### config.mk
export PLATFORM = sky130hd
export DESIGN_NAME = hdr_section_finder
export DESIGN_NICKNAME = d
export VERILOG_FILES = /design/src/rtl/hsf_pkg.sv /design/src/rtl/hsf_slice_filter.sv /design/src/rtl/hsf_walker.sv /design/src/rtl/hdr_section_finder.sv
export SDC_FILE = /design/constraint.sdc
export NUM_CORES = 1
export LEC_CHECK = 0
export ABC_AREA = 1
export BUFFER_PORTS_ARGS = -buffer_cell sky130_fd_sc_hd__buf_2
export CAP_MARGIN = 15
export CORE_UTILIZATION = 50
export CTS_BUF_LIST = sky130_fd_sc_hd__clkbuf_2
export DETAILED_ROUTE_END_ITERATION = 10
export PLACE_DENSITY = 0.78
export SLEW_MARGIN = 0
export SYNTH_ARGS = -nofsm -noshare
export SYNTH_HDL_FRONTEND = slang
export SYNTH_SLANG_ARGS = --single-unit
export TNS_END_PERCENT = 50
### constraint.sdc
create_clock -name clk -period 1.9 [get_ports clk]
set_input_delay 0.38 -clock clk [delete_from_list [all_inputs] [get_ports clk]]
set_output_delay 0.38 -clock clk [all_outputs]
set_load 0.02 [all_outputs]
### src/rtl/hsf_pkg.sv
package hsf_pkg;

   typedef enum logic [2:0] {
      PS_IDLE,
      PS_SIG,
      PS_TYPE,
      PS_LEN,
      PS_SKIP,
      PS_PAYLOAD
   } hsf_state_e;

   localparam int SIG_BYTES = 13;
   localparam logic [7:0] TYPE_LO   = 8'h61;
   localparam logic [7:0] TYPE_HI   = 8'h65;
   localparam logic [7:0] TYPE_WIDE = 8'h65;

   // signature byte at position idx
   function automatic logic [7:0] sig_byte(input logic [3:0] idx);
      logic [7:0] b;
      case (idx)
         4'd0, 4'd10, 4'd11: b = 8'h00;
         4'd1:               b = 8'h09;
         4'd12:              b = 8'h01;
         default:            b = idx[0] ? 8'hF0 : 8'h0F;
      endcase
      return b;
   endfunction

endpackage

### src/rtl/hsf_slice_filter.sv
module hsf_slice_filter #(
   parameter int CHUNK   = 288,
   parameter int MAX_IMG = 4,
   localparam int IW     = $clog2(MAX_IMG + 1),
   localparam int OW     = $clog2(CHUNK),
   localparam int SW     = (MAX_IMG > 1) ? $clog2(MAX_IMG) : 1
) (
   input  logic          clk,
   input  logic          rst_n,
   input  logic          start,
   input  logic [IW-1:0] img_count,
   input  logic [IW-1:0] img_sel,
   input  logic          take,
   output logic          keep
);

   if (CHUNK < 2) begin : g_bad_chunk
      $error("hsf_slice_filter: CHUNK must be at least 2");
   end

   logic [OW-1:0] ofs_r;

   always_ff @(posedge clk) begin
      if (!rst_n)
         ofs_r <= '0;
      else if (start)
         ofs_r <= '0;
      else if (take)
         ofs_r <= (ofs_r == OW'(CHUNK - 1)) ? '0 : ofs_r + 1'b1;
   end

   a_r1_ofs_range: assert property (@(posedge clk) disable iff (!rst_n)
      ofs_r <= OW'(CHUNK - 1));

   if (MAX_IMG == 1) begin : g_single
      assign keep = 1'b1;
   end else begin : g_multi
      logic [SW-1:0] slot_r, last_r, sel_r;

      always_ff @(posedge clk) begin
         if (!rst_n) begin
            slot_r <= '0;
            last_r <= '0;
            sel_r  <= '0;
         end else if (start) begin
            slot_r <= '0;
            last_r <= SW'(img_count - 1'b1);
            sel_r  <= SW'(img_sel - 1'b1);
         end else if (take && ofs_r == OW'(CHUNK - 1)) begin
            slot_r <= (slot_r == last_r) ? '0 : slot_r + 1'b1;
         end
      end

      assign keep = (slot_r == sel_r);

      a_r2_slot_range: assert property (@(posedge clk) disable iff (!rst_n)
         slot_r <= last_r);
   end

endmodule

### src/rtl/hsf_walker.sv
module hsf_walker
   import hsf_pkg::*;
#(
   parameter int HDR_LIMIT = 100,
   parameter int LEN_W     = 32,
   localparam int HC_W     = $clog2(HDR_LIMIT + 8)
) (
   input  logic             clk,
   input  logic             rst_n,
   input  logic             start,
   input  logic [7:0]       want_type,
   input  logic             byte_v,
   input  logic [7:0]       byte_d,
   output hsf_state_e       state,
   output logic             found,
   output logic             error,
   output logic [LEN_W-1:0] sec_len
);

   if (LEN_W < 32) begin : g_bad_len
      $error("hsf_walker: LEN_W must hold a four-byte length");
   end

   hsf_state_e       st_r;
   logic [3:0]       sig_idx;
   logic [HC_W-1:0]  hcnt;
   logic [7:0]       want_r, type_r;
   logic [LEN_W-1:0] len_r, cnt_r, nlen;
   logic [2:0]       lb_left;
   logic             limit_hit, bad_type;

   assign state     = st_r;
   assign limit_hit = hcnt >= HC_W'(HDR_LIMIT);
   assign nlen      = {len_r[LEN_W-9:0], byte_d};
   assign bad_type  = (byte_d < TYPE_LO) || (byte_d > TYPE_HI);

   always_ff @(posedge clk) begin
      if (!rst_n) begin
         st_r    <= PS_IDLE;
         sig_idx <= '0;
         hcnt    <= '0;
         want_r  <= '0;
         type_r  <= '0;
         len_r   <= '0;
         cnt_r   <= '0;
         lb_left <= '0;
         found   <= 1'b0;
         error   <= 1'b0;
         sec_len <= '0;
      end else begin
         found <= 1'b0;
         error <= 1'b0;
         if (start) begin
            st_r    <= PS_SIG;
            sig_idx <= '0;
            hcnt    <= '0;
            want_r  <= want_type;
            sec_len <= '0;
         end else begin
            case (st_r)
               PS_SIG: if (byte_v) begin
                  if (byte_d != sig_byte(sig_idx)) begin
                     error <= 1'b1;
                     st_r  <= PS_IDLE;
                  end else if (sig_idx == 4'(SIG_BYTES - 1)) begin
                     st_r <= PS_TYPE;
                  end else begin
                     sig_idx <= sig_idx + 1'b1;
                  end
               end
               PS_TYPE: begin
                  if (limit_hit) begin
                     error <= 1'b1;
                     st_r  <= PS_IDLE;
                  end else if (byte_v) begin
                     hcnt <= hcnt + 1'b1;
                     if (bad_type) begin
                        error <= 1'b1;
                        st_r  <= PS_IDLE;
                     end else begin
                        type_r  <= byte_d;
                        len_r   <= '0;
                        lb_left <= (byte_d == TYPE_WIDE) ? 3'd4 : 3'd2;
                        st_r    <= PS_LEN;
                     end
                  end
               end
               PS_LEN: if (byte_v) begin
                  hcnt    <= hcnt + 1'b1;
                  len_r   <= nlen;
                  lb_left <= lb_left - 1'b1;
                  if (lb_left == 3'd1) begin
                     if (type_r != TYPE_WIDE && |nlen[LEN_W-1:8]) begin
                        error <= 1'b1;
                        st_r  <= PS_IDLE;
                     end else if (type_r == want_r) begin
                        found   <= 1'b1;
                        sec_len <= nlen;
                        cnt_r   <= nlen;
                        st_r    <= (nlen == '0) ? PS_IDLE : PS_PAYLOAD;
                     end else begin
                        cnt_r <= nlen;
                        st_r  <= (nlen == '0) ? PS_TYPE : PS_SKIP;
                     end
                  end
               end
               PS_SKIP: begin
                  if (limit_hit) begin
                     error <= 1'b1;
                     st_r  <= PS_IDLE;
                  end else if (byte_v) begin
                     hcnt  <= hcnt + 1'b1;
                     cnt_r <= cnt_r - 1'b1;
                     if (cnt_r == LEN_W'(1)) st_r <= PS_TYPE;
                  end
               end
               PS_PAYLOAD: if (byte_v) begin
                  cnt_r <= cnt_r - 1'b1;
                  if (cnt_r == LEN_W'(1)) st_r <= PS_IDLE;
               end
               default: ;
            endcase
         end
      end
   end

   a_r9_exclusive: assert property (@(posedge clk) disable iff (!rst_n)
      !(found && error));
   a_r9_found_pulse: assert property (@(posedge clk) disable iff (!rst_n)
      found |=> !found);
   a_r9_error_pulse: assert property (@(posedge clk) disable iff (!rst_n)
      error |=> !error);
   a_r8_len_hold: assert property (@(posedge clk) disable iff (!rst_n)
      !start |=> (found || $stable(sec_len)));
   a_r7_count_bound: assert property (@(posedge clk) disable iff (!rst_n)
      hcnt <= HC_W'(HDR_LIMIT + 4));

endmodule

### src/rtl/hdr_section_finder.sv
module hdr_section_finder
   import hsf_pkg::*;
#(
   parameter int CHUNK     = 288,
   parameter int MAX_IMG   = 4,
   parameter int HDR_LIMIT = 100,
   parameter int LEN_W     = 32,
   localparam int IW       = $clog2(MAX_IMG + 1)
) (
   input  logic             clk,
   input  logic             rst_n,
   input  logic             start,
   input  logic [IW-1:0]    img_count,
   input  logic [IW-1:0]    img_sel,
   input  logic [7:0]       want_type,
   input  logic [7:0]       in_data,
   input  logic             in_valid,
   output logic             in_ready,
   output logic [7:0]       out_data,
   output logic             out_valid,
   input  logic             out_ready,
   output logic             found,
   output logic             error,
   output logic [LEN_W-1:0] sec_len
);

   if (MAX_IMG < 1 || MAX_IMG > 4) begin : g_bad_img
      $error("hdr_section_finder: MAX_IMG must be 1 to 4");
   end

   hsf_state_e state;
   logic       keep, take, active, pay;

   assign active   = (state != PS_IDLE);
   assign pay      = (state == PS_PAYLOAD);
   assign in_ready = !start && active && (!keep || !pay || out_ready);
   assign take     = in_valid && in_ready;
   assign out_valid = !start && pay && keep && in_valid;
   assign out_data  = in_data;

   hsf_slice_filter #(.CHUNK(CHUNK), .MAX_IMG(MAX_IMG)) u_filter (
      .clk       (clk),
      .rst_n     (rst_n),
      .start     (start),
      .img_count (img_count),
      .img_sel   (img_sel),
      .take      (take),
      .keep      (keep)
   );

   hsf_walker #(.HDR_LIMIT(HDR_LIMIT), .LEN_W(LEN_W)) u_walker (
      .clk       (clk),
      .rst_n     (rst_n),
      .start     (start),
      .want_type (want_type),
      .byte_v    (take && keep),
      .byte_d    (in_data),
      .state     (state),
      .found     (found),
      .error     (error),
      .sec_len   (sec_len)
   );

   a_r10_out_backed: assert property (@(posedge clk) disable iff (!rst_n)
      out_valid |-> in_valid);
   a_r10_stall: assert property (@(posedge clk) disable iff (!rst_n)
      (out_valid && !out_ready) |-> !in_ready);
   a_r12_refuse_after_error: assert property (@(posedge clk) disable iff (!rst_n)
      (error && !start) |-> !in_ready);

endmodule

# Word level (Yosys, flattened, before mapping)
# Cells that the tools add are included.
[word_totals] register_bits=138 latchBits=0 mem_bits_rw=0 romBits=0 output_inout_bits=44 wordCells=173 mem_count=0
[op_classes] addsub=8 multipliers=0 div_mod_pow=0 magnitude_cmp=3 n_eq_ne=42 shift=0 muxes=58 n_bitwise=10 n_reduce_logical=36
[ops] cell="32-bit 2-to-1 mux" count=5
[ops] cell="24-bit 2-to-1 mux" count=4
[ops] cell="32-bit case mux with 3 select lines" count=1
[ops] cell="3-bit 2-to-1 mux" count=21
[ops] cell="24-bit case mux with 2 select lines" count=1
[ops] cell="8-bit 2-to-1 mux" count=5
[ops] cell="32-bit by 1-bit == test with 1-bit output (second input constant)" count=1
[ops] cell="32-bit zero test" count=1
[ops] cell="32-bit by 1-bit subtractor with 32-bit output (second input constant)" count=1
[ops] cell="8-bit case mux with 3 select lines" count=1
[ops] cell="24-bit OR reduction" count=1
[ops] cell="10-bit AND reduction" count=2
[ops] cell="4-bit by 2-bit inequality test with 1-bit output (second input constant)" count=4
[ops] cell="3-bit by 2-bit inequality test with 1-bit output (second input constant)" count=5
[ops] cell="3-bit case mux with 5 select lines" count=1
[ops] cell="7-bit 2-to-1 mux" count=2
[ops] cell="7-bit case mux with 2 select lines" count=1
[ops] cell="4-bit == test (second input constant)" count=3
[ops] cell="2-bit by 1-bit inequality test with 1-bit output (second input constant)" count=6
[ops] cell="3-bit by 1-bit inequality test with 1-bit output (second input constant)" count=4
[ops] cell="6-bit AND reduction" count=2
[ops] cell="1-bit 2-to-1 mux" count=11
[ops] cell="2-bit inequality test (second input constant)" count=5
[ops] cell="1-bit inverter" count=10
[ops] cell="other kinds (37)" count=59

# Depth between registers and ports, before layout
[depth] ltp_word=16 depth_mapped=16

# By module
# A second synthesis with hierarchy kept.
[unflattened] cells_unflattened=1109 area_unflattened_um2=7420.9
[by_module_without_submodules] mod="hsf_walker" instances=1 cells_each=973 area_each_um2=6502.5 seq_area_each_um2=2462.4
[by_module_without_submodules] mod="hsf_slice_filter" instances=1 cells_each=111 area_each_um2=780.7 seq_area_each_um2=300.3
[by_module_without_submodules] mod="hdr_section_finder" instances=1 cells_each=25 area_each_um2=137.6 seq_area_each_um2=0.0

# Worst setup path before layout
# OpenSTA, ideal clock, no wires.
[synth_path] path_type="input -> output" from="in start" to="out out_valid" arrival_time_ps=1553 required_time_ps=1520 setup_slack_ps=-33 stages=6 path_buffers=3 cell_sequence="clkbuf_1 > inv_1 > clkbuf_1 > clkbuf_1 > nand3_1 > nor2_1"
[synth_via] elab_chain_cells=4
[synth_lines] element="start, declared" line="hdr_section_finder.sv:12" rtl="input logic start,"
[synth_lines] element="1-bit zero test" line="hdr_section_finder.sv:38" rtl="assign out_valid = !start && pay && keep && in_valid;"
[synth_lines] element="1-bit logical AND (3 in series)" line="hdr_section_finder.sv:38"
[synth_lines] element="end, declared" line="hdr_section_finder.sv:20" rtl="output logic out_valid,"
# Every way passes these cells.

# Worst setup path after layout
[layout_path] from="reg u_filter.g_multi.sel_r[1]" to="out in_ready"
[layout_via] elab_chain_cells=5
[layout_lines] element="start, declared" line="hsf_slice_filter.sv:38" rtl="logic [SW-1:0] slot_r, last_r, sel_r;"
[layout_lines] element="start signal, assigned" line="hsf_slice_filter.sv:48" rtl="sel_r <= SW'(img_sel - 1'b1);"
[layout_lines] element="2-bit == test" line="hsf_slice_filter.sv:54" rtl="assign keep = (slot_r == sel_r);"
[layout_lines] element="1-bit zero test" line="hdr_section_finder.sv:36" rtl="assign in_ready = !start && active && (!keep || !pay || out_ready);"
[layout_lines] element="1-bit logical OR (2 in series)" line="hdr_section_finder.sv:36"
[layout_lines] element="1-bit logical AND" line="hdr_section_finder.sv:36"
[layout_lines] element="end, declared" line="hdr_section_finder.sv:18" rtl="output logic in_ready,"
# Every way passes these cells.

==> flow_summary.yaml <==
sta:
  final_hold_viol_count: 0
  max_clock_freq_mhz: 439.9
  drv_slew: 0
  tns_ns: -14.61
  period_share: 1.196
  fin_hold_ws_ns: 0.1056
  rsz0062_at_grt: "yes"
  finClkSkew_ns: 0.04635
  post-route-min-period_ns: 2.273
  tightest_slew_ns: 0.7314
  setup_viol: 97
  setup_slack_ns: -0.3731
  maxSlewHeadroom: 0.5124
worst_setup_path:
  cp.required_ns: 1.52
  cp-startpoint: "u_filter.g_multi.sel_r[1]$_SDFFE_PN0P_"
  ff2ff_setup_slack_ns: -0.28
  reg2reg_to: "u_walker.cnt_r[13]$_SDFFE_PN0P_"
  path_class: "reg -> out"
  path_max_fanout: 2
  end_kind: "primary output"
  reg2reg_depth: 12
  reg2reg_from: "u_walker.len_r[11]$_SDFFE_PN0P_"
  startpoint_type: "flop"
  critPathArrivalTime_ns: 1.89
  crit_end: "in_ready"
final_layout:
  fin_cells: 1475
  utilization: 0.7255
  fill_cells: 961
  syn_to_final_growth_pct: 41.46
  n_antenna_cell: 0
  final_nets: 1320
  postLayoutCellArea_mm2: 0.01007
  drive_gt1_frac: 0.3313
grt:
  grt_pass1_vias: 7063
  grt_max_degree: 47
  antenna_found_initial: 0
  grt_remaining_overflow: 0
  grt_use_total: 0.2867
  grt_pass1_wl_mm: 33.10
logic_synthesis:
  ys.flop_type: "dfxtp_1"
  synthCells: 1069
  synth_cell_types: 33
  synth_top_area_share: 0.3880
  yosysSeqAreaShare: 0.3880
  yosysWarnings: 0
  ys_top_cells_by_area: "dfxtp_1 39%, nand2_1 12%, nor2_1 8.3%"
  yosysTopAreaCell: "dfxtp_1"
  syn_area_mm2: 0.007119
  synth_edf_count: 0
  synth_async_sr_flop_share: 0
  synth_area_per_cell_um2: 6.660
  syn_nets: 1107
  ys_ff_latch: 138
drt:
  ant_nets: 0
  drt_wl_total_mm: 24.55
  viasPerCell: 5.663
  wire_per_inst_um: 16.64
  route.detailed.drc: 0
  first_pass_iters: 6
  vias: 8353
  drt_iter0_markers: 968
placed_design:
  finalWeightedCongestion: 0.8993
  dp.cells: 1385
  port_buffers: 68
  dp_hpwl_mm: 13.97
  place_area_mm2: 0.008359
clocking:
  htree_levels: 4
  numCtsBuffers: 17
  clockBufferDepth: 2
  clkTransAtPathRegs_ns: 0.23
  cts_num_sinks: 138
  cts_tree: "done"
  root_buffer: "clkbuf_2"
  clock_latency_ns: 0.77
floorplanning:
  initial_core_util: 0.5129
  core-area_mm2: 0.01388
  die_x_um: 121.3
  rows: 43
  io_pins: 71
  die_area_mm2: 0.01472
  die_y_um: 121.3
power:
  p_switching_mw: 1.984
  p_per_area_mw_per_mm2: 609.8
  p_int_mw: 4.158
  ir_worst_vdd_v: 0.0006230
  seqPwrFrac: 0.483
  clkPwrFrac: 0.331
  combPwrFrac: 0.186
  p_leak_nw: 4.570
  switching_share: 0.3230
run_status:
  status: "complete, but fails checks"
  violations: "negative setup slack"
worst_hold_path:
  hold_class: "in -> reg"
  hold_depth: 4
run:
  maxCapViolCount: 0
==> kinds of logic (layout without fill, tap and decap cells) <==
family / Yosys count / in the layout / share of synthesized area
buf+inv: 174 / 399 / 0.1023
simple gates: 484 / 485 / 0.2866
fa+ha+maj: 11 / 11 / 0.01933
xor+xnor: 24 / 24 / 0.02953
flops: 138 / 138 / 0.3880
compound gates: 238 / 238 / 0.1742
==> layout by cell type (no fill, tap or decap), drive strengths merged <==
master and count:
a211oi 15, a21oi 108, a31oi 1, and3 1
buf 211, bufinv 3, clkbuf 21, clkinv 6
clkinvlp 3, dfxtp 138, dlygate4sd3 23, ha 11
inv 132, nand2 225, nand3 44, nand4 25
nor2 168, nor3 16, nor3b 1, nor4 3
o211ai 2, o21ai 109, o21bai 1, o22ai 2
or2 2, xnor2 14, xor2 10
==> layer usage <==
layer | global-route usage | share of wire
met4 | 0.1327 | 0.053
met1 | 0.3556 | 0.39
met5 | 0 | 0
met2 | 0.4751 | 0.47
met3 | 0.05733 | 0.083
==> state kept, by name, indices dropped and copies added (netlist names) <==
| name | cells |
|---|---|
| u_filter.g_multi.last_r | 2 |
| u_filter.g_multi.sel_r | 2 |
| u_filter.g_multi.slot_r | 2 |
| u_filter.ofs_r | 9 |
| u_walker.cnt_r | 32 |
| u_walker.error | 1 |
| u_walker.found | 1 |
| u_walker.hcnt | 7 |
| u_walker.lb_left | 3 |
| u_walker.len_r | 24 |
| u_walker.sec_len | 32 |
| u_walker.sig_idx | 4 |
| u_walker.state | 3 |
| u_walker.type_r | 8 |
| u_walker.want_r | 8 |
==> stage by stage <==
stage	power (mW)	worst slack, ns
finish	6.142	-0.3731
global route	6.360	-0.5196
CTS	5.975	-0.3182
detailed placement	3.918	-0.1066
global placement	3.906	-0.03905
floorplan	3.607	0.03284
==> worst min path at each step <==
stage | endpoint | from
finish | u_walker.want_r[7]$_SDFFE_PN0P_ | start
CTS | u_walker.len_r[6]$_SDFFE_PN0P_ | in_data[6]
detailed placement | u_filter.ofs_r[8]$_SDFFE_PP0P_ | u_filter.ofs_r[8]$_SDFFE_PP0P_
global placement | u_filter.ofs_r[8]$_SDFFE_PP0P_ | u_filter.ofs_r[8]$_SDFFE_PP0P_
floorplan | u_filter.ofs_r[8]$_SDFFE_PP0P_ | u_filter.ofs_r[8]$_SDFFE_PP0P_
global route | u_walker.want_r[0]$_SDFFE_PN0P_ | start
==> power by group through the flow <==
stage               Combinational, mW  Sequential (mW)  Clock [mW]
CTS                              1.01             2.96        2.01
global route                     1.22             2.97        2.16
finish                           1.14             2.97        2.03
floorplan                       0.590             3.02           0
detailed placement              0.900             3.02           0
global placement                0.888             3.02           0
==> what timing repair did <==
| action | CTS | global route |
|---|---|---|
| resized for setup | 101 | 156 |
| hold buffers | 19 | 4 |
| setup endpoints to repair | 46 | 119 |
| pin swaps | 32 | 49 |
| setup buffers | 28 | 17 |
| endpoints found under the hold margin | 20 | 4 |
| cloned | 5 | 6 |
==> synthesized netlist by cell type (2+ instances only) <==
cell type	count
nand2_1	223
a211oi_1	15
nand3_1	44
buf_4	15
nor3_1	15
clkbuf_1	21
nor2_4	5
or2_2	2
a21oi_1	108
nand4_1	25
ha_1	11
o21ai_0	89
o21ai_1	20
nor2_1	158
xor2_1	10
nor2_2	4
dfxtp_1	138
o22ai_1	2
nor4_1	3
buf_1	2
xnor2_1	14
inv_1	113
o211ai_1	2
inv_2	13
buf_2	9
==> critical path: stages (launching register included) <==
cell	delay [ns]
dfxtp_2	0.39
inv_1	0.05
nand2_1	0.06
nand2_1	0.07
nor2_2	0.11
buf_4	0.14
nand3_2	0.06
nand2_2	0.09
inv_2	0.05
buf_6	0.12
==> layout make-up <==
| type | instances | area [µm²] | share of cell area |
|---|---|---|---|
| repair inverters | 3 | 62.56 | 0.006212 |
| clock buffers | 17 | 85.08 | 0.008448 |
| repair buffers | 238 | 1934 | 0.1921 |
| inverters | 126 | 496.7 | 0.04932 |
| clock inverters | 15 | 188.9 | 0.01876 |
| multi-input cells | 758 | 4299 | 0.4269 |
| well taps | 180 | 225.2 | 0.02236 |
| flip-flops and latches | 138 | 2779 | 0.2759 |
No activity file was read; power rests on OpenSTA's default activity.
